`src/rtl/cflag_pkg.sv`:
```
package cflag_pkg;
  localparam int SW_W     = 32;
  localparam int FLAG_LSB = 28;
  localparam int NFLAGS   = 4;

  typedef struct packed {
    logic n;
    logic z;
    logic c;
    logic v;
  } flags_t;

  typedef enum logic [3:0] {
    CC_EQ = 4'd0,  CC_NE = 4'd1,  CC_HS = 4'd2,  CC_LO = 4'd3,
    CC_MI = 4'd4,  CC_PL = 4'd5,  CC_VS = 4'd6,  CC_VC = 4'd7,
    CC_HI = 4'd8,  CC_LS = 4'd9,  CC_GE = 4'd10, CC_LT = 4'd11,
    CC_GT = 4'd12, CC_LE = 4'd13, CC_AL = 4'd14, CC_NV = 4'd15
  } cond_e;

  // Evaluate one condition code against a flag set.
  function automatic logic cond_holds(cond_e cc, flags_t f);
    logic r;
    case (cc)
      CC_EQ: r = f.z;
      CC_NE: r = !f.z;
      CC_HS: r = f.c;
      CC_LO: r = !f.c;
      CC_MI: r = f.n;
      CC_PL: r = !f.n;
      CC_VS: r = f.v;
      CC_VC: r = !f.v;
      CC_HI: r = f.c && !f.z;
      CC_LS: r = !f.c || f.z;
      CC_GE: r = (f.n == f.v);
      CC_LT: r = (f.n != f.v);
      CC_GT: r = !f.z && (f.n == f.v);
      CC_LE: r = f.z || (f.n != f.v);
      default: r = 1'b1;
    endcase
    return r;
  endfunction
endpackage

```
`src/rtl/pu_cond_eval.sv`:
```
module pu_cond_eval
  import cflag_pkg::*;
(
  input  logic [3:0] cond_sel,
  input  flags_t     flags,
  output logic       pass_c
);
  always_comb pass_c = cond_holds(cond_e'(cond_sel), flags);
endmodule

```
`src/rtl/pu_flag_reg.sv`:
```
module pu_flag_reg
  import cflag_pkg::*;
#(
  parameter int WORD_W = SW_W,
  parameter int LSB    = FLAG_LSB
) (
  input  logic              clk,
  input  logic              rst_n,
  input  logic              upd_en,
  input  flags_t            upd_val,
  input  logic              sw_wr_en,
  input  logic [WORD_W-1:0] sw_wr_data,
  output flags_t            flags_q,
  output logic [WORD_W-1:0] sw_rd_data
);
  localparam int MSB = LSB + NFLAGS - 1;

  always_ff @(posedge clk or negedge rst_n) begin
    if (!rst_n)        flags_q <= '0;
    else if (upd_en)   flags_q <= upd_val;
    else if (sw_wr_en) flags_q <= flags_t'(sw_wr_data[MSB:LSB]);
  end

  logic [NFLAGS-1:0] flag_bits;
  assign flag_bits = flags_q;

  for (genvar i = 0; i < WORD_W; i++) begin : g_rd
    if (i >= LSB && i <= MSB) begin : g_flag
      assign sw_rd_data[i] = flag_bits[i-LSB];
    end else begin : g_zero
      assign sw_rd_data[i] = 1'b0;
    end
  end
endmodule

```
`src/rtl/pu_result_stage.sv`:
```
module pu_result_stage #(
  parameter int DATA_W = 32
) (
  input  logic              clk,
  input  logic              rst_n,
  input  logic              valid,
  input  logic              pass_c,
  input  logic              is_csel,
  input  logic [DATA_W-1:0] op_a,
  input  logic [DATA_W-1:0] op_b,
  output logic              retire,
  output logic              pass,
  output logic              res_wr_en,
  output logic [DATA_W-1:0] res_data
);
  logic              wr_c;
  logic [DATA_W-1:0] data_c;

  always_comb begin
    wr_c   = pass_c || is_csel;
    data_c = (is_csel && !pass_c) ? op_b : op_a;
  end

  always_ff @(posedge clk or negedge rst_n) begin
    if (!rst_n) begin
      retire    <= 1'b0;
      pass      <= 1'b0;
      res_wr_en <= 1'b0;
      res_data  <= '0;
    end else begin
      retire    <= valid;
      pass      <= valid && pass_c;
      res_wr_en <= valid && wr_c;
      if (valid) res_data <= data_c;
    end
  end
endmodule

```
`src/rtl/predicate_unit.sv`:
```
module predicate_unit
  import cflag_pkg::*;
#(
  parameter int DATA_W = 32
) (
  input  logic              clk,
  input  logic              rst_n,
  input  logic              instr_valid,
  input  logic [3:0]        cond_sel,
  input  logic              flag_upd,
  input  logic [3:0]        alu_flags,
  input  logic              is_csel,
  input  logic [DATA_W-1:0] op_a,
  input  logic [DATA_W-1:0] op_b,
  input  logic              sw_wr_en,
  input  logic [31:0]       sw_wr_data,
  output logic [31:0]       sw_rd_data,
  output logic [3:0]        flags_q,
  output logic              pass,
  output logic              retire,
  output logic              res_wr_en,
  output logic [DATA_W-1:0] res_data
);
  flags_t cur_flags;
  logic   pass_c;
  logic   flag_commit;

  assign flag_commit = instr_valid && flag_upd && pass_c;
  assign flags_q     = cur_flags;

  pu_cond_eval u_eval (
    .cond_sel (cond_sel),
    .flags    (cur_flags),
    .pass_c   (pass_c)
  );

  pu_flag_reg #(.WORD_W(SW_W), .LSB(FLAG_LSB)) u_flags (
    .clk        (clk),
    .rst_n      (rst_n),
    .upd_en     (flag_commit),
    .upd_val    (flags_t'(alu_flags)),
    .sw_wr_en   (sw_wr_en),
    .sw_wr_data (sw_wr_data),
    .flags_q    (cur_flags),
    .sw_rd_data (sw_rd_data)
  );

  pu_result_stage #(.DATA_W(DATA_W)) u_res (
    .clk       (clk),
    .rst_n     (rst_n),
    .valid     (instr_valid),
    .pass_c    (pass_c),
    .is_csel   (is_csel),
    .op_a      (op_a),
    .op_b      (op_b),
    .retire    (retire),
    .pass      (pass),
    .res_wr_en (res_wr_en),
    .res_data  (res_data)
  );
endmodule

```
`config.mk`:
```
export PLATFORM = sky130hd
export DESIGN_NAME = predicate_unit
export DESIGN_NICKNAME = d
export VERILOG_FILES = /design/src/rtl/cflag_pkg.sv /design/src/rtl/pu_cond_eval.sv /design/src/rtl/pu_flag_reg.sv /design/src/rtl/pu_result_stage.sv /design/src/rtl/predicate_unit.sv
export SDC_FILE = /design/constraint.sdc
export NUM_CORES = 1
export LEC_CHECK = 0
export BUFFER_PORTS_ARGS = -buffer_cell sky130_fd_sc_hd__buf_2
export CELL_PAD_IN_SITES_DETAIL_PLACEMENT = 1
export CELL_PAD_IN_SITES_GLOBAL_PLACEMENT = 2
export CORE_AREA = 2 2 112 114
export CTS_CLUSTER_DIAMETER = 30
export DETAILED_ROUTE_END_ITERATION = 7
export DIE_AREA = 0 0 114 116
export GPL_ROUTABILITY_DRIVEN = 0
export PLACE_DENSITY = 0.78
export SLEW_MARGIN = 30
export SYNTH_ARGS = -nofsm -noshare
export SYNTH_HDL_FRONTEND = slang
export SYNTH_SLANG_ARGS = --single-unit
```
`constraint.sdc`:
```
create_clock -name clk -period 2.75 [get_ports clk]
set_clock_uncertainty 0.05 [all_clocks]
set_input_delay 0.1375 -clock clk [delete_from_list [all_inputs] [get_ports clk]]
set_output_delay 0.1375 -clock clk [all_outputs]
set_load 0.03 [all_outputs]
```
Yosys cells after proc, flatten, opt, wreduce, memory -nomap -nowiden --
Index checks and enable logic that the tools add are counted.
Operators by class: add/subtract/negate cells 0, equal/unequal tests 15, shift operators 0, mux-type cells 4, multiply operators 0, div/mod/pow operators 0, reduce and logical (&&, ||, !) cells 17, magnitude comparators 0, bitwise operators 0
Operators with widths (count):
- $mux W32 | 1
- $eq A4 B4 Y1 const B | 6
- $eq A4 B3 Y1 const B | 4
- $pmux W1 S14 | 1
- $eq A4 B2 Y1 const B | 2
- $mux W4 | 2
- $logic_and A1 B1 Y1 | 7
- $logic_not A1 Y1 | 5
- $eq A4 B1 Y1 const B | 1
- $logic_not A4 Y1 | 1
- $logic_or A1 B1 Y1 | 3
- $reduce_bool A2 Y1 | 1
- $eq A1 B1 Y1 | 1
- $ne A1 B1 Y1 | 1
Word-level totals: RAM bits 0, latch bits 0, bits in registers 39, memories kept 0, logic and storage cells 44, input bits 110, output and inout bits 71, bits in read-only memories 0

Logic depth before layout (Yosys ltp) --
Gate-level depths: netlist of run 1.
depth after elaboration 6, mapped depth 8, gate-level depth less buffers 5

Cells and area by module --
Synthesis of run 1 repeated with hierarchy kept, for this count alone.
Second synthesis, totals: cell total of the unflattened synthesis 262, area, all modules 2655.0 µm²
By module, submodules not included:
- pu_result_stage | times used 1, cells an instance 188, area each 2053.2 µm², seq. area each 875.8 µm²
- pu_flag_reg | times used 1, cells an instance 50, area each 430.4 µm², seq. area each 100.1 µm²
- pu_cond_eval | times used 1, cells an instance 23, area each 165.2 µm², seq. area each 0.0 µm²
- predicate_unit | times used 1, cells an instance 1, area each 6.3 µm², seq. area each 0.0 µm²

Least setup slack after synthesis of run 1 --
No wires, ideal clock.
path type register -> register, start point register u_flags.flags_q[0] (netlist name), end point register u_res.res_data[0], arrival time 2.353 ns, path buffers 2, slack 0.269 ns, stages on the path, launching flop included 8, clock period less this slack 2.481 ns, data required time 2.623 ns, library setup time 0.077 ns, cell sequence dfrtp_1 > xnor3_1 > o211a_1 > or4b_1 > buf_2 > buf_6 > o31a_1 > a21oi_1
On the way: cells in the longest elaborated chain, start to end 6, elaborated cells between the ends (all ways) 9, those cells by class eq/ne: 2; mux: 2; reduce/logical: 5
RTL lines:
- $ne A1 B1 Y1 / $eq A1 B1 Y1 (equally long branches)
- $logic_or A1 B1 Y1 / $logic_and A1 B1 Y1 (equally long branches) | line cflag_pkg.sv:37, cflag_pkg.sv:36
- $pmux W1 S14 * | line cflag_pkg.sv:23 | case (cc)
- $logic_not A1 Y1 * | line pu_result_stage.sv:21 | data_c = (is_csel && !pass_c) ? op_b : op_a;
- $logic_and A1 B1 Y1 * | line pu_result_stage.sv:21
- $mux W32 * | line pu_result_stage.sv:21
- end signal: assignment | line pu_result_stage.sv:34 | if (valid) res_data <= data_c;
- end: declaration | line pu_result_stage.sv:14 | output logic [DATA_W-1:0] res_data
Mark *: on every way between the ends. The rest lies on a longest branch, timed or not. A chain may end at the register's enable or synchronous reset.

Final worst setup path of run 1 --
start point register u_flags.flags_q[0] (netlist name), end point register u_res.res_data[18]
On the way: cells in the longest elaborated chain, start to end 6, elaborated cells between the ends (all ways) 9, those cells by class eq/ne: 2; mux: 2; reduce/logical: 5
RTL lines (line):
- $ne A1 B1 Y1 / $eq A1 B1 Y1 (equally long branches)
- $logic_or A1 B1 Y1 / $logic_and A1 B1 Y1 (equally long branches) | cflag_pkg.sv:37, cflag_pkg.sv:36
- $pmux W1 S14 * | cflag_pkg.sv:23
- $logic_not A1 Y1 * | pu_result_stage.sv:21
- $logic_and A1 B1 Y1 * | pu_result_stage.sv:21
- $mux W32 * | pu_result_stage.sv:21
Marks and branches as above.

==> summary.txt, run 1 <==
Yosys
  – Yosys Warn Count: 0
  – EDFF count, synth: 0
  – Top FF cell, synth: dfrtp_1
  – Gate Count Post-Synth: 285
  – Number of synthesized register bits: 39
  – Most frequent cell after synthesis: dfrtp_1
  – Commonest cells in the synthesized netlist: dfrtp_1, o31a_1
  – Asr flop ratio synth: 1.00
  – Top cells by area, synth: dfrtp_1, o31a_1, buf_4
  – Yosys top cell area share: 0.396
  – Cell variety after synth: 29
  – Cell taking the most area after synthesis: dfrtp_1
  – Cell Area, Synth: 2470 um2
  – Post-Syn Area per Cell: 8.65 um2
  – Post-synthesis sequential area ratio: 0.396

Routing
  – DR WL/cell: 13.7 um
  – DRC: 0
  – Vias/cell: 4.29
  – DR top layer: met4
  – Post-detailed-route count of antenna-violating nets: 0
  – Metal-1 WL: 3190 um
  – DRC violation total after the first TritonRoute iteration: 75
  – Met2 wire len: 3720 um
  – Routed WL: 7470 um
  – Met3 WL: 542 um
  – Vias: 2336
  – Pre-antenna DRT Iters: 2

Power
  – Leak: 1.63 nW
  – Max VDD drop: 221 uV
  – Pwr/cell area: 606 nW/um2

Floorplan
  – Core area: 11900 um2
  – Rows: 40
  – Die width: 114 um
  – DIE AREA: 13200 um2
  – Initial core utilization: 0.207
  – Die H: 116 um
  – I/O pin total: 181

Setup path
  – Worst path max stage delay: 720 ps
  – Crit path required time: 2900 ps
  – Critical path class: flop to flop
  – CP max FO: 64
  – Critical Path End Type: flop
  – Critical path startpoint category: flop
  – WP data arrival: 2690 ps
  – Critical Path Slowest Stage Cell: or4b_2
  – CP Cell Sequence: xnor3_1 > o211a_1 > or4b_2 > buf_12 > o31a_1 > a21oi_1

Global route
  – Number of global-route vias before repair: 2365
  – Largest net degree at the start of global routing: 68
  – All-layer global routing usage: 0.111
  – Remaining Overflow, GRT: 0
  – Antenna violations before repair: 0
  – First-pass GRT wire length: 11800 um

STA
  – Max frequency: 394 MHz
  – Endpoints failing setup: 0
  – Slew Viols, Final: 0
  – RSZ-0062 raised after global routing: no
  – Final period util: 0.922
  – Clock period minus worst slack: 2540 ps
  – Final Hold Viols: 0
  – Slew margin rel.: 0.538
  – Total negative slack: 0 ps
  – Tightest Pin Transition: 694 ps
  – Hold WS: 40.5 ps

Clock tree
  – CTS H-tree lvls: 2
  – Clock Tree Root: clkbuf_16
  – CTS Sinks: 39
  – Total CTS buffers: 5
  – CTS tree: yes
  – Skew-Pair Late Insertion Delay: 280 ps
  – Setup Buffers After CTS: 0
  – Clk buf depth: 2
  – Clock transition at path regs: 60 ps

Worst hold path
  – Hold Crit Class: input port to flop

Finish
  – Antenna cells: 0
  – # fillers: 1471
  – Final #Nets: 506
  – Post-route cell area: 3250 um2
  – Util after Layout: 0.272
  – Layout area overhead: 31.6%
  – Layout cells sized above 1: 0.378

Placement
  – I/O Buffers: 124
  – DP HPWL: 5300 um
  – Placed cell areas: 3100 um2

Flow run
  – Max_cap viols: 0

Outcome
  – Status: finished, final reports clean
==> final timing paths <==
path / cells past startpoint / startpoint / end / slack (ps)
worst max-delay path: 6 / u_flags.flags_q[0] / u_res.res_data[18] / 210
worst min-delay path: 2 / alu_flags[2] / u_flags.flags_q[2] / 40
worst max register to register: 6 / u_flags.flags_q[0] / u_res.res_data[18] / 210
worst min register to register: 2 / u_res.res_data[15] / u_res.res_data[15] / 470
max in group asynchronous: 2 / rst_n / u_res.res_data[31] / 1910
min in group asynchronous: 2 / rst_n / u_res.res_data[10] / 350
==> state kept, by name (all words and copies together) (netlist names) <==
register and cells:
u_flags.flags_q 4, u_res.pass 1, u_res.res_data 32, u_res.res_wr_en 1, u_res.retire 1
==> report_power, final <==
part / switching, mW / total (mW) / internal [mW]
combinational: 0.458 / 0.688 / 0.229
sequential: 0.0515 / 0.706 / 0.654
clock: 0.236 / 0.572 / 0.336
total: 0.746 / 1.97 / 1.22
==> routing by layer <==
metal / up-vias / GRT usage
met5: - / 0
met3: 2 / 0.0335
met4: 0 / 0.0220
met1: 1119 / 0.137
li1: 1130 / -
met2: 85 / 0.194
==> stage by stage <==
stage / cells / total power, mW / setup WS, ps
finish: 544 / 1.97 / 214
global placement: 535 / 1.40 / 285
CTS: 544 / 2.01 / 202
detailed placement: 535 / 1.41 / 220
global route: 544 / 2.09 / 87.2
floorplan: 312 / 1.22 / 269
==> critical path, delay by kind of cell, from the launching register on <==
kind	cells	cell delay, ps
buf+inv	1	230
flops	1	410
xor+xnor	1	340
compound gates	3	680
simple gates	1	720
==> cell type report <==
| type | instances | area [um2] | area share |
|---|---|---|---|
| multi-input cells | 187 | 1140 | 0.350 |
| inverters | 32 | 120 | 0.0370 |
| clock inverters | 1 | 5.00 | 0.00154 |
| clock buffers | 7 | 133 | 0.0409 |
| well taps | 147 | 184 | 0.0567 |
| flip-flops and latches | 39 | 976 | 0.301 |
| repair buffers | 131 | 691 | 0.213 |
==> kinds of logic after synthesis <==
family	Yosys count	synth area share
multiplexers	13	0.0573
AND/OR/NAND/NOR	43	0.0812
flip-flops	39	0.396
other	1	0.00152
XOR/XNOR	2	0.0127
AO/OA/AOI/OAI	101	0.262
buffers and inverters	86	0.189
==> timing repair <==
item | CTS | global route
endpoints found under the hold margin | 39 | 0
resized for setup | 0 | 0
hold buffers | 1 | 0
==> layout by cell type, fill, tap and decap left out, types with 2 or more instances in the layout <==
| cell | Yosys | layout |
|---|---|---|
| o21ai_1 | 7 | 7 |
| dfrtp_1 | 39 | 39 |
| a21oi_1 | 32 | 32 |
| o21ai_0 | 25 | 25 |
| conb_1 | 1 | 28 |
| buf_4 | 32 | 6 |
| o31a_1 | 33 | 33 |
| nand3b_1 | 2 | 2 |
| or3b_2 | 2 | 2 |
| mux2_2 | 9 | 9 |
| clkbuf_16 | 0 | 5 |
| buf_2 | 1 | 123 |
| mux2i_1 | 4 | 3 |
| nor2_1 | 32 | 32 |
| inv_1 | 32 | 32 |
| clkbuf_1 | 18 | 2 |
Power figures use the tool's default switching activity.
==> run 2, diff against run 1 <==
--- a/config.mk
+++ b/config.mk
@@ -5,15 +5,17 @@
 export SDC_FILE = /design/constraint.sdc
 export NUM_CORES = 1
 export LEC_CHECK = 0
+export ABC_AREA = 1
 export BUFFER_PORTS_ARGS = -buffer_cell sky130_fd_sc_hd__buf_2
 export CELL_PAD_IN_SITES_DETAIL_PLACEMENT = 1
 export CELL_PAD_IN_SITES_GLOBAL_PLACEMENT = 2
-export CORE_AREA = 2 2 112 114
+export CORE_AREA = 2 2 119 121
 export CTS_CLUSTER_DIAMETER = 30
 export DETAILED_ROUTE_END_ITERATION = 7
-export DIE_AREA = 0 0 114 116
+export DIE_AREA = 0 0 121 123
 export GPL_ROUTABILITY_DRIVEN = 0
 export PLACE_DENSITY = 0.78
+export REMOVE_ABC_BUFFERS = 1
 export SLEW_MARGIN = 30
 export SYNTH_ARGS = -nofsm -noshare
 export SYNTH_HDL_FRONTEND = slang
==> run 2 against run 1 <==
Count of clock-buffer cells in the layout fell by 1. Via count rose by 17%. Combinational power rose by 3.5%. Final area rose by 8.5%. Register-to-register slack improved by 510 ps. Clock power rose by 21%. Sequential cell count did not move. First-iteration DRC count rose by 43%. Sequential power barely moved.
==> summary.txt, run 2 <==
Floorplan
  – I/O pin total: 181
  – Core area: 13600 um2
  – Initial core utilization: 0.196
  – DIE AREA: 14900 um2
  – Rows: 43
  – Die width: 121 um
  – Die H: 123 um

Setup path
  – Critical Path End Type: flop
  – R2R depth: 10
  – FF-to-FF Start: u_flags.flags_q[3]
  – Crit path required time: 2870 ps
  – Setup slack, reg-to-reg: 730 ps
  – CP max FO: 18
  – Critical Path Slowest Stage Cell: nor2_4
  – Worst path max stage delay: 460 ps
  – WP data arrival: 2150 ps
  – Worst reg2reg endpoint: u_res.res_data[15]
  – Critical path startpoint category: flop
  – Critical path class: flop to flop
  – CP Cell Sequence: inv_1 > nand2_1 > nand3_2 > nand2_1 > nand3_1 > nor2_4 > buf_12 > nand3_1 > nand3_1 > nand2_1

Yosys
  – Post-synthesis xor/xnor area fraction: 0
  – Yosys Warn Count: 0
  – Cell taking the most area after synthesis: dfrtp_1
  – Post-synthesis mux area share: 0
  – Most frequent cell after synthesis: nand2_1
  – Cell Area, Synth: 2670 um2
  – Cell variety after synth: 21
  – Yosys top cell area share: 0.365
  – Gate Count Post-Synth: 401
  – Asr flop ratio synth: 1.00
  – Largest family of logic cells by synthesized area: simple AND/OR/NAND/NOR gates
  – Adder-Cell Fraction of Synth Area: 0
  – Post-Syn Area per Cell: 6.66 um2
  – Number of synthesized register bits: 39
  – Top cells by area, synth: dfrtp_1, nand2_1, nand3_1
  – EDFF count, synth: 0
  – Top FF cell, synth: dfrtp_1
  – Post-synthesis sequential area ratio: 0.365
  – Commonest cells in the synthesized netlist: nand2_1, nand3_1, inv_1, dfrtp_1, buf_4
  – Synth Area in Compound Gates: 0.00515
  – Simple-gate share of the synthesized area: 0.386

Clock tree
  – CTS tree: yes
  – Hold_buf cts: 1
  – Setup Buffers After CTS: 0
  – CTS Sinks: 39
  – Post-cts resize count: 0
  – Skew-Pair Late Insertion Delay: 270 ps
  – Clock Tree Root: clkbuf_16
  – Clock transition at path regs: 60 ps
  – Clk buf depth: 2
  – Total CTS buffers: 5
  – CTS H-tree lvls: 2

Placement
  – Placed cell areas: 3340 um2
  – Setup WS pre-CTS: 678 ps
  – DP HPWL: 6490 um
  – Placed instance count: 689
  – I/O Buffers: 124

Power
  – Combinational share of power: 0.337
  – Clock share of power: 0.329
  – Leak: 2.20 nW
  – Seq pwr share: 0.334
  – Sw power: 797 uW
  – Pwr/cell area: 600 nW/um2
  – P_int: 1.31 mW
  – Total power: 2.11 mW
  – Sw frac: 0.378
  – Max VDD drop: 225 uV

Global route
  – Largest net degree at the start of global routing: 40
  – Number of global-route vias before repair: 2623
  – Remaining Overflow, GRT: 0
  – First-pass GRT wire length: 13300 um
  – Antenna violations before repair: 0
  – All-layer global routing usage: 0.113

Finish
  – Reg area: 976 um2
  – Most common cell after layout, fill and taps aside: nand2_1
  – Largest regs: u_res.res_data (32), u_flags.flags_q (4)
  – Largest Register: u_res.res_data
  – Finished Layout Cells: 698
  – Multi-input logic area: 1150 um2
  – # fillers: 1750
  – Antenna cells: 0
  – Layout cells sized above 1: 0.295
  – Util after Layout: 0.259
  – Final #Nets: 627
  – Post-route cell area: 3520 um2
  – Max FFs per register: 32
  – Layout area overhead: 31.7%
  – Most frequent cells in the layout: nand2_1, buf_2, nand3_1

Routing
  – Post-detailed-route count of antenna-violating nets: 0
  – Routed WL: 8700 um
  – DRC: 0
  – Vias/cell: 3.93
  – Vias: 2741
  – Pre-antenna DRT Iters: 4
  – DRC violation total after the first TritonRoute iteration: 107
  – DR WL/cell: 12.5 um

STA
  – Endpoints failing setup: 0
  – Slew margin rel.: 0.639
  – Tightest Pin Transition: 541 ps
  – Max frequency: 494 MHz
  – RSZ-0062 raised after global routing: no
  – Final period util: 0.736
  – Clock period minus worst slack: 2020 ps
  – Slew Viols, Final: 0
  – Final Hold Viols: 0
  – Hold WS: 99.6 ps
  – Final setup margin: 727 ps
  – Total negative slack: 0 ps

Worst hold path
  – Worst Hold Endpoint: u_res.res_data[26]
  – Hold_sp: op_a[26]
  – Hold depth: 5
  – Hold Crit Class: input port to flop

Outcome
  – Status: finished, final reports clean

Flow run
  – Max_cap viols: 0
-- run 2: cell count changes after synthesis, sizes merged, moves of 13 or more --
| cell | change |
|---|---|
| nand3 | +79 |
| nand2 | +135 |
| a21oi | -30 |
| o21ai | -32 |
| inv | +44 |
| nor2 | -20 |
| clkbuf | -13 |
| o31a | -33 |
-- run 2: cell type report --
type / instances / share of cell area
Clock inverter: 2 / 0.00995
Timing Repair Buffer: 131 / 0.200
Clock buffer: 6 / 0.0394
Sequential cell: 39 / 0.277
Inverter: 78 / 0.0832
Multi-Input combinational cell: 262 / 0.327
Tap cell: 180 / 0.0640
-- run 2: logic make-up (layout without fill, tap and decap cells) --
| group | after synthesis | count (layout) |
|---|---|---|
| compound gates | 2 | 2 |
| buf+inv | 127 | 217 |
| flops | 39 | 39 |
| other cells | 1 | 28 |
| simple gates | 232 | 232 |
-- run 2: worst max-delay path by stage --
| stage | slack [ps] | startpoint | cells past startpoint | endpoint |
|---|---|---|---|---|
| finish | 730 | u_flags.flags_q[3] | 10 | u_res.res_data[15] |
| global route | 480 | u_flags.flags_q[0] | 10 | u_res.res_data[20] |
| CTS | 680 | u_flags.flags_q[3] | 11 | u_res.res_data[13] |
| detailed placement | 680 | u_flags.flags_q[3] | 10 | u_res.res_data[15] |
| floorplan | 680 | u_flags.flags_q[3] | 9 | u_res.res_data[0] |
| global placement | 730 | u_flags.flags_q[3] | 10 | u_res.res_data[7] |
-- run 2: per-layer routing --
layer  vias up  global-route usage  routed length [um]
met5         -                   0                   0
met4         0              0.0254                  63
met3         4              0.0212                 495
met2        93               0.190                4330
met1      1275               0.149                3810
li1       1369                   -                   -
-- run 2: power by group through the flow --
stage / clock, mW / combinational, mW / sequential [mW]
detailed placement: 0 / 0.722 / 0.716
global placement: 0 / 0.712 / 0.715
CTS: 0.724 / 0.725 / 0.707
floorplan: 0 / 0.265 / 0.883
finish: 0.694 / 0.712 / 0.705
global route: 0.738 / 0.782 / 0.716
-- run 2: worst max-delay path, delay by kind of cell, from the launching register on --
| family | cells | cell delay [ps] |
|---|---|---|
| AND/OR/NAND/NOR | 8 | 1110 |
| flip-flops | 1 | 450 |
| buffers and inverters | 2 | 300 |
